**config.mk**
```make
export PLATFORM = sky130hd
export DESIGN_NAME = cubic_bias_gen
export DESIGN_NICKNAME = d
export VERILOG_FILES = /design/src/rtl/cbg_pkg.sv /design/src/rtl/cbg_shadow.sv /design/src/rtl/cbg_unpack.sv /design/src/rtl/cbg_stage.sv /design/src/rtl/cubic_bias_gen.sv
export SDC_FILE = /design/constraint.sdc
export NUM_CORES = 1
export LEC_CHECK = 0
export ABC_AREA = 1
export BUFFER_PORTS_ARGS = -buffer_cell sky130_fd_sc_hd__buf_2
export CORE_MARGIN = 5
export CORE_UTILIZATION = 45
export CTS_BUF_LIST = sky130_fd_sc_hd__clkbuf_4 sky130_fd_sc_hd__clkbuf_8
export CTS_CLUSTER_SIZE = 8
export DETAILED_ROUTE_END_ITERATION = 12
export HOLD_SLACK_MARGIN = 0.03
export SYNTH_ARGS = -nofsm -noshare
export SYNTH_HDL_FRONTEND = slang
export SYNTH_SLANG_ARGS = --single-unit
```
**constraint.sdc**
```tcl
create_clock -name clk_i -period 2.3 [get_ports clk_i]
set_input_delay 0.46 -clock clk_i [delete_from_list [all_inputs] [get_ports clk_i]]
set_output_delay 0.46 -clock clk_i [all_outputs]
set_load 0.05 [all_outputs]
```
**src/rtl/cbg_pkg.sv**
```systemverilog
package cbg_pkg;
  localparam int WORD_W  = 16;
  localparam int N_WORDS = 9;
  localparam int N_STAGE = 4;
  localparam int ADDR_W  = 4;
  localparam int ACC_W   = 3 * WORD_W;

  typedef logic [WORD_W-1:0]              word_t;
  typedef logic [ACC_W-1:0]               acc_t;
  typedef logic [N_WORDS-1:0][WORD_W-1:0] bank_t;
endpackage

```
**src/rtl/cbg_shadow.sv**
```systemverilog
module cbg_shadow
  import cbg_pkg::*;
(
  input  logic              clk_i,
  input  logic              rst_ni,
  input  logic              wr_en_i,
  input  logic [ADDR_W-1:0] wr_addr_i,
  input  word_t             wr_data_i,
  output bank_t             bank_o
);
  always_ff @(posedge clk_i or negedge rst_ni) begin
    if (!rst_ni) begin
      bank_o <= '0;
    end else if (wr_en_i) begin
      for (int i = 0; i < N_WORDS; i++) begin
        if (wr_addr_i == ADDR_W'(i)) bank_o[i] <= wr_data_i;
      end
    end
  end
endmodule

```
**src/rtl/cbg_unpack.sv**
```systemverilog
module cbg_unpack
  import cbg_pkg::*;
(
  input  bank_t bank_i,
  output acc_t  pos_o,
  output acc_t  vel_o,
  output acc_t  crv_o,
  output acc_t  jrk_o
);
  // fractional alignment: upper bits of every field line up with a0
  assign pos_o = {bank_i[0], {(2*WORD_W){1'b0}}};
  assign vel_o = {bank_i[2], bank_i[1], {WORD_W{1'b0}}};
  assign crv_o = {bank_i[5], bank_i[4], bank_i[3]};
  assign jrk_o = {bank_i[8], bank_i[7], bank_i[6]};
endmodule

```
**src/rtl/cbg_stage.sv**
```systemverilog
module cbg_stage #(
  parameter int W = 48
) (
  input  logic         clk_i,
  input  logic         rst_ni,
  input  logic         load_i,
  input  logic [W-1:0] init_i,
  input  logic [W-1:0] step_i,
  output logic [W-1:0] q_o
);
  always_ff @(posedge clk_i or negedge rst_ni) begin
    if (!rst_ni)     q_o <= '0;
    else if (load_i) q_o <= init_i;
    else             q_o <= q_o + step_i;
  end
endmodule

```
**src/rtl/cubic_bias_gen.sv**
```systemverilog
module cubic_bias_gen
  import cbg_pkg::*;
(
  input  logic              clk_i,
  input  logic              rst_ni,
  input  logic              wr_en_i,
  input  logic [ADDR_W-1:0] wr_addr_i,
  input  logic [WORD_W-1:0] wr_data_i,
  input  logic              trig_i,
  output logic [WORD_W-1:0] sample_o
);
  bank_t pend_q;
  acc_t  init_v [N_STAGE];
  acc_t  acc_q  [N_STAGE];
  acc_t  pos_init, vel_init, crv_init, jrk_init;
  acc_t  pos_q, vel_q, crv_q, jrk_q;

  cbg_shadow u_shadow (
    .clk_i     (clk_i),
    .rst_ni    (rst_ni),
    .wr_en_i   (wr_en_i),
    .wr_addr_i (wr_addr_i),
    .wr_data_i (wr_data_i),
    .bank_o    (pend_q)
  );

  cbg_unpack u_unpack (
    .bank_i (pend_q),
    .pos_o  (pos_init),
    .vel_o  (vel_init),
    .crv_o  (crv_init),
    .jrk_o  (jrk_init)
  );

  assign init_v[0] = pos_init;
  assign init_v[1] = vel_init;
  assign init_v[2] = crv_init;
  assign init_v[3] = jrk_init;

  for (genvar s = 0; s < N_STAGE; s++) begin : g_stage
    acc_t step;
    if (s == N_STAGE - 1) begin : g_last
      assign step = '0;
    end else begin : g_mid
      assign step = acc_q[s+1];
    end
    cbg_stage #(.W(ACC_W)) u_stage (
      .clk_i  (clk_i),
      .rst_ni (rst_ni),
      .load_i (trig_i),
      .init_i (init_v[s]),
      .step_i (step),
      .q_o    (acc_q[s])
    );
  end

  assign pos_q = acc_q[0];
  assign vel_q = acc_q[1];
  assign crv_q = acc_q[2];
  assign jrk_q = acc_q[3];

  assign sample_o = pos_q[ACC_W-1 -: WORD_W];
endmodule

```
* Word level (Yosys, flattened, before mapping) *
Cells that the tools add are included.

operators by class
  add/subtract/negate cells = 3
  equality and inequality tests = 8
  multiplexer cells = 3
  reduce and logical (&&, ||, !) cells = 10

operators by type and width
  cell                                           number
  adder 48 bit                                   3
  2-to-1 mux 48 bit                              3
  AND reduction 2 bit                            9
  == test 4 x 3 -> 1 bit, second input constant  4
  == test 4 x 2 -> 1 bit, second input constant  2
  == test 4 x 1 -> 1 bit, second input constant  1
  == test 4 bit, second input constant           1
  zero test 4 bit                                1

storage, ports and cells
  register bits after elaboration = 336
  input port bits = 24
  output and inout port bits = 16
  word-level logic and storage cells = 37

* Logic depth before layout (Yosys ltp) *
Gate-level depths: netlist of the first run.

  depth after elaboration = 2
  mapped depth = 15
  depth with buffers taken out = 15

* By module *
A second synthesis of the first run with hierarchy kept.

unflattened totals
  cells, all modules = 5165
  area total of the unflattened synthesis = 31671.6 um^2

by module, submodules not included
  module                              times used  cells each  area each (um^2)  sequential area each (um^2)
  cbg_stage (g_stage[2].u_stage ...)  2           1074        6032.0            1201.2
  cbg_stage (g_stage[0].u_stage)      1           1073        6068.3            1201.2
  cbg_stage (g_stage[1].u_stage)      1           1073        6050.8            1201.2
  cbg_shadow                          1           677         6039.5            3603.5
  cbg_unpack                          1           193         1445.1            0.0
  cubic_bias_gen                      1           1           3.8               0.0

* Worst setup path before layout of the first run *
OpenSTA, ideal clock, no wires.

  kind = register -> register
  from = register g_stage[2].u_stage.q_o[0]
  to = register g_stage[1].u_stage.q_o[24]
  setup time = 0.118 ns
  data arrival time = 1.892 ns
  data required time = 2.182 ns
  path slack = 0.290 ns
  cell stages (with the launch flop) = 12
  path buffers = 0
  period minus slack after synthesis = 2.010 ns
  path through = dfrtp_1 -> ha_1 -> fa_1 -> nand3_1 -> nand3_2 -> nand2_1 -> nand2_1 -> nand2_1 -> nand3_2 -> or2_2 -> nand3_1 -> nand2_1

on the way
  word-level cells in the longest chain between the ends = 2

RTL lines
  element                 RTL line         text
  from (decl)             cbg_stage.sv:9   output logic [W-1:0] q_o
  from (signal assigned)  cbg_stage.sv:13  else if (load_i) q_o <= init_i;
  from (signal assigned)  cbg_stage.sv:14  else q_o <= q_o + step_i;
  adder 48 bit            cbg_stage.sv:14
  2-to-1 mux 48 bit       cbg_stage.sv:13
  to (signal assigned)    cbg_stage.sv:13
  to (signal assigned)    cbg_stage.sv:14
  to (decl)               cbg_stage.sv:9

No other way between the ends.
A chain may end at the register's enable or synchronous reset.

* Final worst setup path of the first run *
  from = register g_stage[2].u_stage.q_o[30]
  to = register g_stage[2].u_stage.q_o[47]

on the way
  word-level cells in the longest chain between the ends = 2

RTL lines
  element            RTL line
  adder 48 bit       cbg_stage.sv:14
  2-to-1 mux 48 bit  cbg_stage.sv:13

No other way between the ends.

==> out/summary.md, run 1 <==
* 7 — number of optimization iterations in the first detailed-route pass
* 0.69 ns — later-pin clock latency in the skew report
* 100% — async set-or-reset flop fraction in the synthesized netlist
* 24500 um^2 — netlist area before placement
* 336 — Seq cells post-synth
* g_stage[2].u_stage.q_o[30] — worst flop-to-flop path startpoint
* 1 — crit path buf inv count
* 59300 um^2 — area of the die
* true — unrepaired setup endpoints after global routing
* 244 um — Die Span Y
* 0 — # Max-Cap Violations
* 4115 — net count of the finished layout
* 2.78 ns — Arr. time, crit path
* completed — status
* 2 — Worst Hold Depth
* 1280 nW/um^2 — total power divided by cell area
* dfrtp_1, nand2_1, inv_1 — Area contributors post-synth
* primary input to flop — classification of the worst-slack hold path
* 244 um — overall die width
* simple AND/OR/NAND/NOR gates — largest delay contributor family on the critical path
* 0.540 mV — highest ir drop seen on vdd
* 0 — max-slew violations
* done — TritonCTS clock tree
* 27.1% — GR Util All Layers
* 6.38 um^2 — mean post-synth cell area
* trig_i — hold path start
* 1717 — number of DRC violations after detailed-routing iteration 0
* 34.3% — share of the synthesized area in the top cell type
* 85 — number of placement rows
* 4012 — Post-Syn Nets
* 25900 um^2 — placed inst area
* 50.1% — Max-Slew Margin vs Limit
* 23167 — vias after detailed routing
* 95.8% — final worst-path cycle share
* 88 — largest net degree at the start of global routing
* 81.5 mm — drt total wl
* 34.3% — post-synthesis sequential area ratio
* nand2_1 — most prevalent standard cell on the critical path
* 27800 um^2 — Finished Cell Area
* 0.0289 ns — Worst Skew
* 0 — DRC violation count after routing
* 13.1% — layout overhead on the synthesized area
* 12.2% — share of final-layout standard cells stronger than drive strength 1
* 35 — Cell variety after synth
* 0 — number of synthesized flops with an enable pin
* 22188 — number of global-route vias before repair
* 39 — PortBufs
* nand2_1, inv_1, dfrtp_1 — leading post-synthesis cells by instance count
* 454 MHz — maximum achievable frequency
* 4686 — count of placed standard cells in the final layout, fillers left out
* g_stage[2].u_stage.q_o[47] — capturing point of the worst reg2reg path
* clkbuf_8 — master cell of the clock root buffer
* 4578 — placed insts
* dfrtp_1 — cell with the biggest individual delay on the critical path
* 0.47 ns — Largest stage delay, worst path
* 0 — DRT antenna net count
* 45.5% — starting utilization of the core area
* 53900 um^2 — Core Area
* 4 — antenna violations before repair
* flop to flop — worst setup path class
* 125 mm — global-route wire length before repair
* 3844 — cell count after synthesis
* ha_1 -> nand2_2 -> nor2_2 -> inv_2 -> nor2_4 -> nand2_1 -> nand2_1 -> nand2_1 -> nand3_1 -> nand2_1 -> nand3_1 -> nand2_1 — cell breakdown of the critical path
* 12 — cell depth of the worst flop-to-flop path
* dfrtp_1 — most instantiated flip-flop cell in the synthesis netlist
* 17.4 um — WL/cell
* 2 — H-tree depth
* g_stage[1].u_stage.q_o[1] — WHS Endpoint
* 5 — worst-path fanout max
* 64.5 mm — detailed placement HPWL
* 2.20 ns — Tmin final
* dfrtp_1 — top cell type by total area after synthesis
* 0.0157 uW — leakage power
* 61 — total clock buffers created by CTS
* 0.1 ns — reg-to-reg slack, setup
* nand2_1 — most frequent cell after synthesis
* 4.94 — average vias per placed instance
* 3 — CTS Buffer Depth
* flop — endpoint class of the critical path
* 336 — clock sink count
* 5659 — number of filler instances in the final layout
* 40 — total I/O pin count
* 0 — overflow left after global routing
* 0.971 — final weighted congestion in routability-driven placement
* 0 — count of final setup violators
* 0.06 ns — clock slew at reported path FFs
* 0 — Yosys warning count
* 0 — Fin. Hold Viols
* flop — kind of start point of the critical path
* 0.748 ns — transition time of the tightest slew-check pin
* 2.87 ns — data required time at the worst endpoint
## logic make-up after synthesis
| group | synth area share (%) |
|---|---|
| XOR/XNOR | 1.53 |
| AND/OR/NAND/NOR | 38.1 |
| flip-flops | 34.3 |
| adder cells (fa/ha/maj) | 7.43 |
| buffers and inverters | 12.2 |
| AO/OA/AOI/OAI | 6.48 |
## power breakdown
part	internal [uW]	leakage (uW)	switching [uW]	total (uW)
Clock	3510	0.000696	2710	6220
Combinational	7070	0.0108	12600	19700
Sequential	7720	0.00428	2030	9750
## how the worst max path moves through the flow
| stage | cells after the start | to | start | slack (ns) |
|---|---|---|---|---|
| finish | 12 | g_stage[2].u_stage.q_o[47] | g_stage[2].u_stage.q_o[30] | 0.1 |
| global route | 12 | g_stage[1].u_stage.q_o[43] | g_stage[1].u_stage.q_o[27] | -0.04 |
| CTS | 10 | g_stage[0].u_stage.q_o[44] | g_stage[1].u_stage.q_o[0] | 0.03 |
| detailed placement | 10 | g_stage[0].u_stage.q_o[41] | g_stage[0].u_stage.q_o[36] | 0.02 |
| global placement | 10 | g_stage[0].u_stage.q_o[41] | g_stage[1].u_stage.q_o[29] | -0.02 |
| floorplan | 11 | g_stage[1].u_stage.q_o[24] | g_stage[2].u_stage.q_o[0] | 0.29 |
## metal layers
layer	track usage, %	routed length (um)	up-vias
met5	0	0	-
met1	36.2	36700	10555
met2	45.4	37400	560
met3	2.99	4010	166
li1	-	-	11886
met4	10.3	3390	0
## worst register-to-register path, stage by stage (launching register included)
cell and delay, ns:
dfrtp_1 0.47, ha_1 0.42, nand2_2 0.12, nor2_2 0.16
inv_2 0.08, nor2_4 0.16, nand2_1 0.11, nand2_1 0.17
nand2_1 0.10, nand3_1 0.07, nand2_1 0.05, nand3_1 0.11
nand2_1 0.06
## cell usage in the layout, fill, tap and decap left out, drive strengths merged, types with 20 or more instances in the layout
cell    synthesis  final
a21oi         110    110
clkbuf         54     88
inv           691    692
buf            26    119
dfrtp         336    336
nor2          303    303
xnor2          35     35
nand3         206    206
nand2        1654   1654
nor3           20     20
o21ai         189    189
ha            141    141
nand4          28     28
## final cells by class
class	count	area (um^2)	area share (%)
Timing Repair Buffer	120	935	3.37
Tap cell	696	871	3.14
Inverter	691	2600	9.35
Sequential cell	336	8410	30.3
Antenna cell	1	2.50	0.00901
Clock inverter	17	210	0.757
Multi-Input combinational cell	2737	13600	49.1
Clock buffer	88	1100	3.96
## flip-flops by register name, indices dropped and copies added (netlist names)
register,cells
g_stage.u_stage.q_o,192
u_shadow.bank_o,144
## through the flow
stage / TNS (ns) / hold WS, ns / power (uW) / util (%) / worst slack [ns]
3_5_place_dp: 0 / 0.442 / 28500 / 48.1 / 0.0155
6_report: 0 / 0.137 / 35700 / 51.5 / 0.0963
3_3_place_gp: -0.0194 / 0.439 / 28300 / 48.1 / -0.0194
2_1_floorplan: 0 / 0.164 / 22800 / - / 0.290
5_1_grt: -0.0892 / 0.133 / 38700 / 51.5 / -0.0367
4_1_cts: 0 / 0.101 / 34900 / 50.6 / 0.0344
## repair_timing
item	4_1_cts	5_1_grt
setup buffers	0	1
setup endpoints to repair	1	41
pin swaps	0	1
endpoints found under the hold margin	34	0
resized for setup	2	84
hold buffers	1	0
No activity file was read; power rests on OpenSTA's default activity.
==> inputs of run 2 (changes only) <==
--- a/config.mk
+++ b/config.mk
@@ -8,11 +8,12 @@
 export ABC_AREA = 1
 export BUFFER_PORTS_ARGS = -buffer_cell sky130_fd_sc_hd__buf_2
 export CORE_MARGIN = 5
-export CORE_UTILIZATION = 45
+export CORE_UTILIZATION = 55
 export CTS_BUF_LIST = sky130_fd_sc_hd__clkbuf_4 sky130_fd_sc_hd__clkbuf_8
 export CTS_CLUSTER_SIZE = 8
 export DETAILED_ROUTE_END_ITERATION = 12
 export HOLD_SLACK_MARGIN = 0.03
+export PLACE_DENSITY = 0.71
 export SYNTH_ARGS = -nofsm -noshare
 export SYNTH_HDL_FRONTEND = slang
 export SYNTH_SLANG_ARGS = --single-unit
==> out/summary.md, run 2 (synthesis gave the netlist of run 1 again) <==
* 55.5% — starting utilization of the core area, was 45.5%
* clkbuf_8 — master cell of the clock root buffer, unchanged
* 0 — Fin. Hold Viols, unchanged
* 77.8 mm — drt total wl, was 81.5 mm
* 0.633 mV — highest ir drop seen on vdd, was 0.540 mV
* 2 — H-tree depth, unchanged
* 13500 um^2 — multi-input logic area, was 13600 um^2
* 0 — count of final setup violators, unchanged
* done — TritonCTS clock tree, unchanged
* completed — status, unchanged
* 121 mm — global-route wire length before repair, was 125 mm
* 17200 uW — total net switching power, was 17400 uW
* 4290 — number of filler instances in the final layout, was 5659
* 336 — clock sink count, unchanged
* 77 — number of placement rows, was 85
* 0.45 ns — Largest stage delay, worst path, was 0.47 ns
* 221 um — overall die width, was 244 um
* 60 — total clock buffers created by CTS, was 61
* 18400 uW — cell internal pwr, was 18300 uW
* 3 — CTS Buffer Depth, unchanged
* 0 — overflow left after global routing, unchanged
* 13 — cell depth of the worst flop-to-flop path, was 12
* ha_2 -> nand2_1 -> inv_1 -> nand2_1 -> nor2_2 -> buf_4 -> nand2_1 -> nor2_1 -> nand2_1 -> nand3_1 -> nand2_1 -> nand3_1 -> nand2_1 — cell breakdown of the critical path, was ha_1 -> nand2_2 -> nor2_2 -> inv_2 -> nor2_4 -> nand2_1 -> nand2_1 -> nand2_1 -> nand3_1 -> nand2_1 -> nand3_1 -> nand2_1
* flop to flop — worst setup path class, unchanged
* 11.6% — share of final-layout standard cells stronger than drive strength 1, was 12.2%
* 0.07 ns — clock slew at reported path FFs, was 0.06 ns
* 0.71 ns — later-pin clock latency in the skew report, was 0.69 ns
* 0.07 ns — reg-to-reg slack, setup, was 0.1 ns
* 48.1% — Max-Slew Margin vs Limit, was 50.1%
* 11.6% — layout overhead on the synthesized area, was 13.1%
* 4560 — count of placed standard cells in the final layout, fillers left out, was 4686
* 2.23 ns — Tmin final, was 2.20 ns
* 0.778 ns — transition time of the tightest slew-check pin, was 0.748 ns
* flop — endpoint class of the critical path, unchanged
* 4 — worst-path fanout max, was 5
* 0 — # Max-Cap Violations, unchanged
* 61.9% — final core utilization, was 51.5%
* dfrtp_1 — cell with the biggest individual delay on the critical path, unchanged
* 0.166 ns — Worst Hold Slack, was 0.137 ns
* 4448 — placed insts, was 4578
* 96.9% — final worst-path cycle share, was 95.8%
* 48.3% — switching portion of total power, was 48.7%
* 5.14 — average vias per placed instance, was 4.94
* 39 — PortBufs, unchanged
* 0 — max-slew violations, unchanged
* nand2_1, inv_1, dfrtp_1 — commonest cells after routing, fill and taps aside, unchanged
* 449 MHz — maximum achievable frequency, was 454 MHz
* 1863 — number of DRC violations after detailed-routing iteration 0, was 1717
* flop — kind of start point of the critical path, unchanged
* 0 — n_diodes, was 1
* nand2_1 — most prevalent standard cell on the critical path, unchanged
* 83 — largest net degree at the start of global routing, was 88
* g_stage.u_stage.q_o x192, u_shadow.bank_o x144 — largest registers, unchanged
* 2.78 ns — Arr. time, crit path, about the same
* g_stage.u_stage.q_o — Top reg by flops, unchanged
* 6 — number of optimization iterations in the first detailed-route pass, was 7
* 44200 um^2 — Core Area, was 53900 um^2
* true — unrepaired setup endpoints after global routing, unchanged
* 192 — Largest register FFs, unchanged
* 27.0% — part of the total power dissipated in sequential elements, was 27.3%
* 0 — DRC violation count after routing, unchanged
* 0 — DRT antenna net count, unchanged
* nand2_1 — most common library cell in the layout ignoring fill and taps, unchanged
* 3 — Worst Hold Depth, was 2
* 8410 um^2 — register cell area after layout, about the same
* 35600 uW — post-layout total power, was 35700 uW
* 31.2% — GR Util All Layers, was 27.1%
* 17.1 um — WL/cell, was 17.4 um
* 22079 — number of global-route vias before repair, was 22188
* 40 — total I/O pin count, unchanged
* 0.0156 uW — leakage power, was 0.0157 uW
* 2.85 ns — data required time at the worst endpoint, was 2.87 ns
* 60.2 mm — detailed placement HPWL, was 64.5 mm
* 221 um — Die Span Y, was 244 um
* 48900 um^2 — area of the die, was 59300 um^2
* 4088 — net count of the finished layout, was 4115
* 0.0455 ns — Worst Skew, was 0.0289 ns
* 2 — antenna violations before repair, was 4
* 1.07 — final weighted congestion in routability-driven placement, was 0.971
* primary input to flop — classification of the worst-slack hold path, unchanged
* 1300 nW/um^2 — total power divided by cell area, was 1280 nW/um^2
* 18.6% — clock network power share, was 17.4%
* 54.4% — logic gate share of total power, was 55.2%
* 23460 — vias after detailed routing, was 23167
* 0 ns — setup_tns, unchanged
## run 2: cell count changes in the layout (fill, tap and decap cells not counted), sizes merged
cell and delta:
diode -1, clkinv -5, clkbuf +10, buf -26
inv +1, clkinvlp -1
## run 2: cell type report
type	instances	area share, %
clock buffers	98	4.54
clock inverters	12	0.667
inverters	691	9.48
multi-input cells	2737	49.3
flip-flops and latches	336	30.7
well taps	592	2.70
repair buffers	94	2.61
## run 2: final timing paths
kind | startpoint | end
max | g_stage[1].u_stage.q_o[17] | g_stage[1].u_stage.q_o[43]
min | trig_i | g_stage[3].u_stage.q_o[2]
max reg2reg | g_stage[1].u_stage.q_o[17] | g_stage[1].u_stage.q_o[43]
min reg2reg | u_shadow.bank_o[74] | g_stage[2].u_stage.q_o[26]
max in group asynchronous | rst_ni | u_shadow.bank_o[111]
min in group asynchronous | rst_ni | g_stage[0].u_stage.q_o[3]
## run 2: timing repair
item	in CTS	in global routing
resized for setup	0	74
hold buffers	1	0
setup buffers	0	1
endpoints found under the setup margin	0	40
hold endpoints to repair	206	0
## run 2: through the flow
step | instance area, um^2 | setup slack (ns)
after floorplan | 24500 | 0.290
after global placement | 25600 | 0.0539
after detailed placement | 25600 | 0.0480
after CTS | 27000 | 0.0474
after global routing | 27400 | -0.0441
final | 27400 | 0.0714
## run 2: routing by layer
metal  global-route usage (%)  wire length (um)
met5                        0                 0
met4                     11.3              3180
met3                     4.72              5200
met2                     51.7             36000
met1                     41.9             33400
## run 2: critical path: cells and delay by family, from the launching register on
family / cells / cell delay (ns)
flops: 1 / 0.45
buf+inv: 2 / 0.26
fa+ha+maj: 1 / 0.43
simple gates: 10 / 0.94
## run 2: power groups by stage
| stage | clock network [uW] | logic [uW] | registers (uW) |
|---|---|---|---|
| after detailed placement | 0 | 18600 | 9480 |
| after CTS | 6720 | 18700 | 9410 |
| after global placement | 0 | 18300 | 9440 |
| after floorplan | 0 | 14200 | 8570 |
| final | 6620 | 19400 | 9630 |
| after global routing | 7000 | 21800 | 9740 |
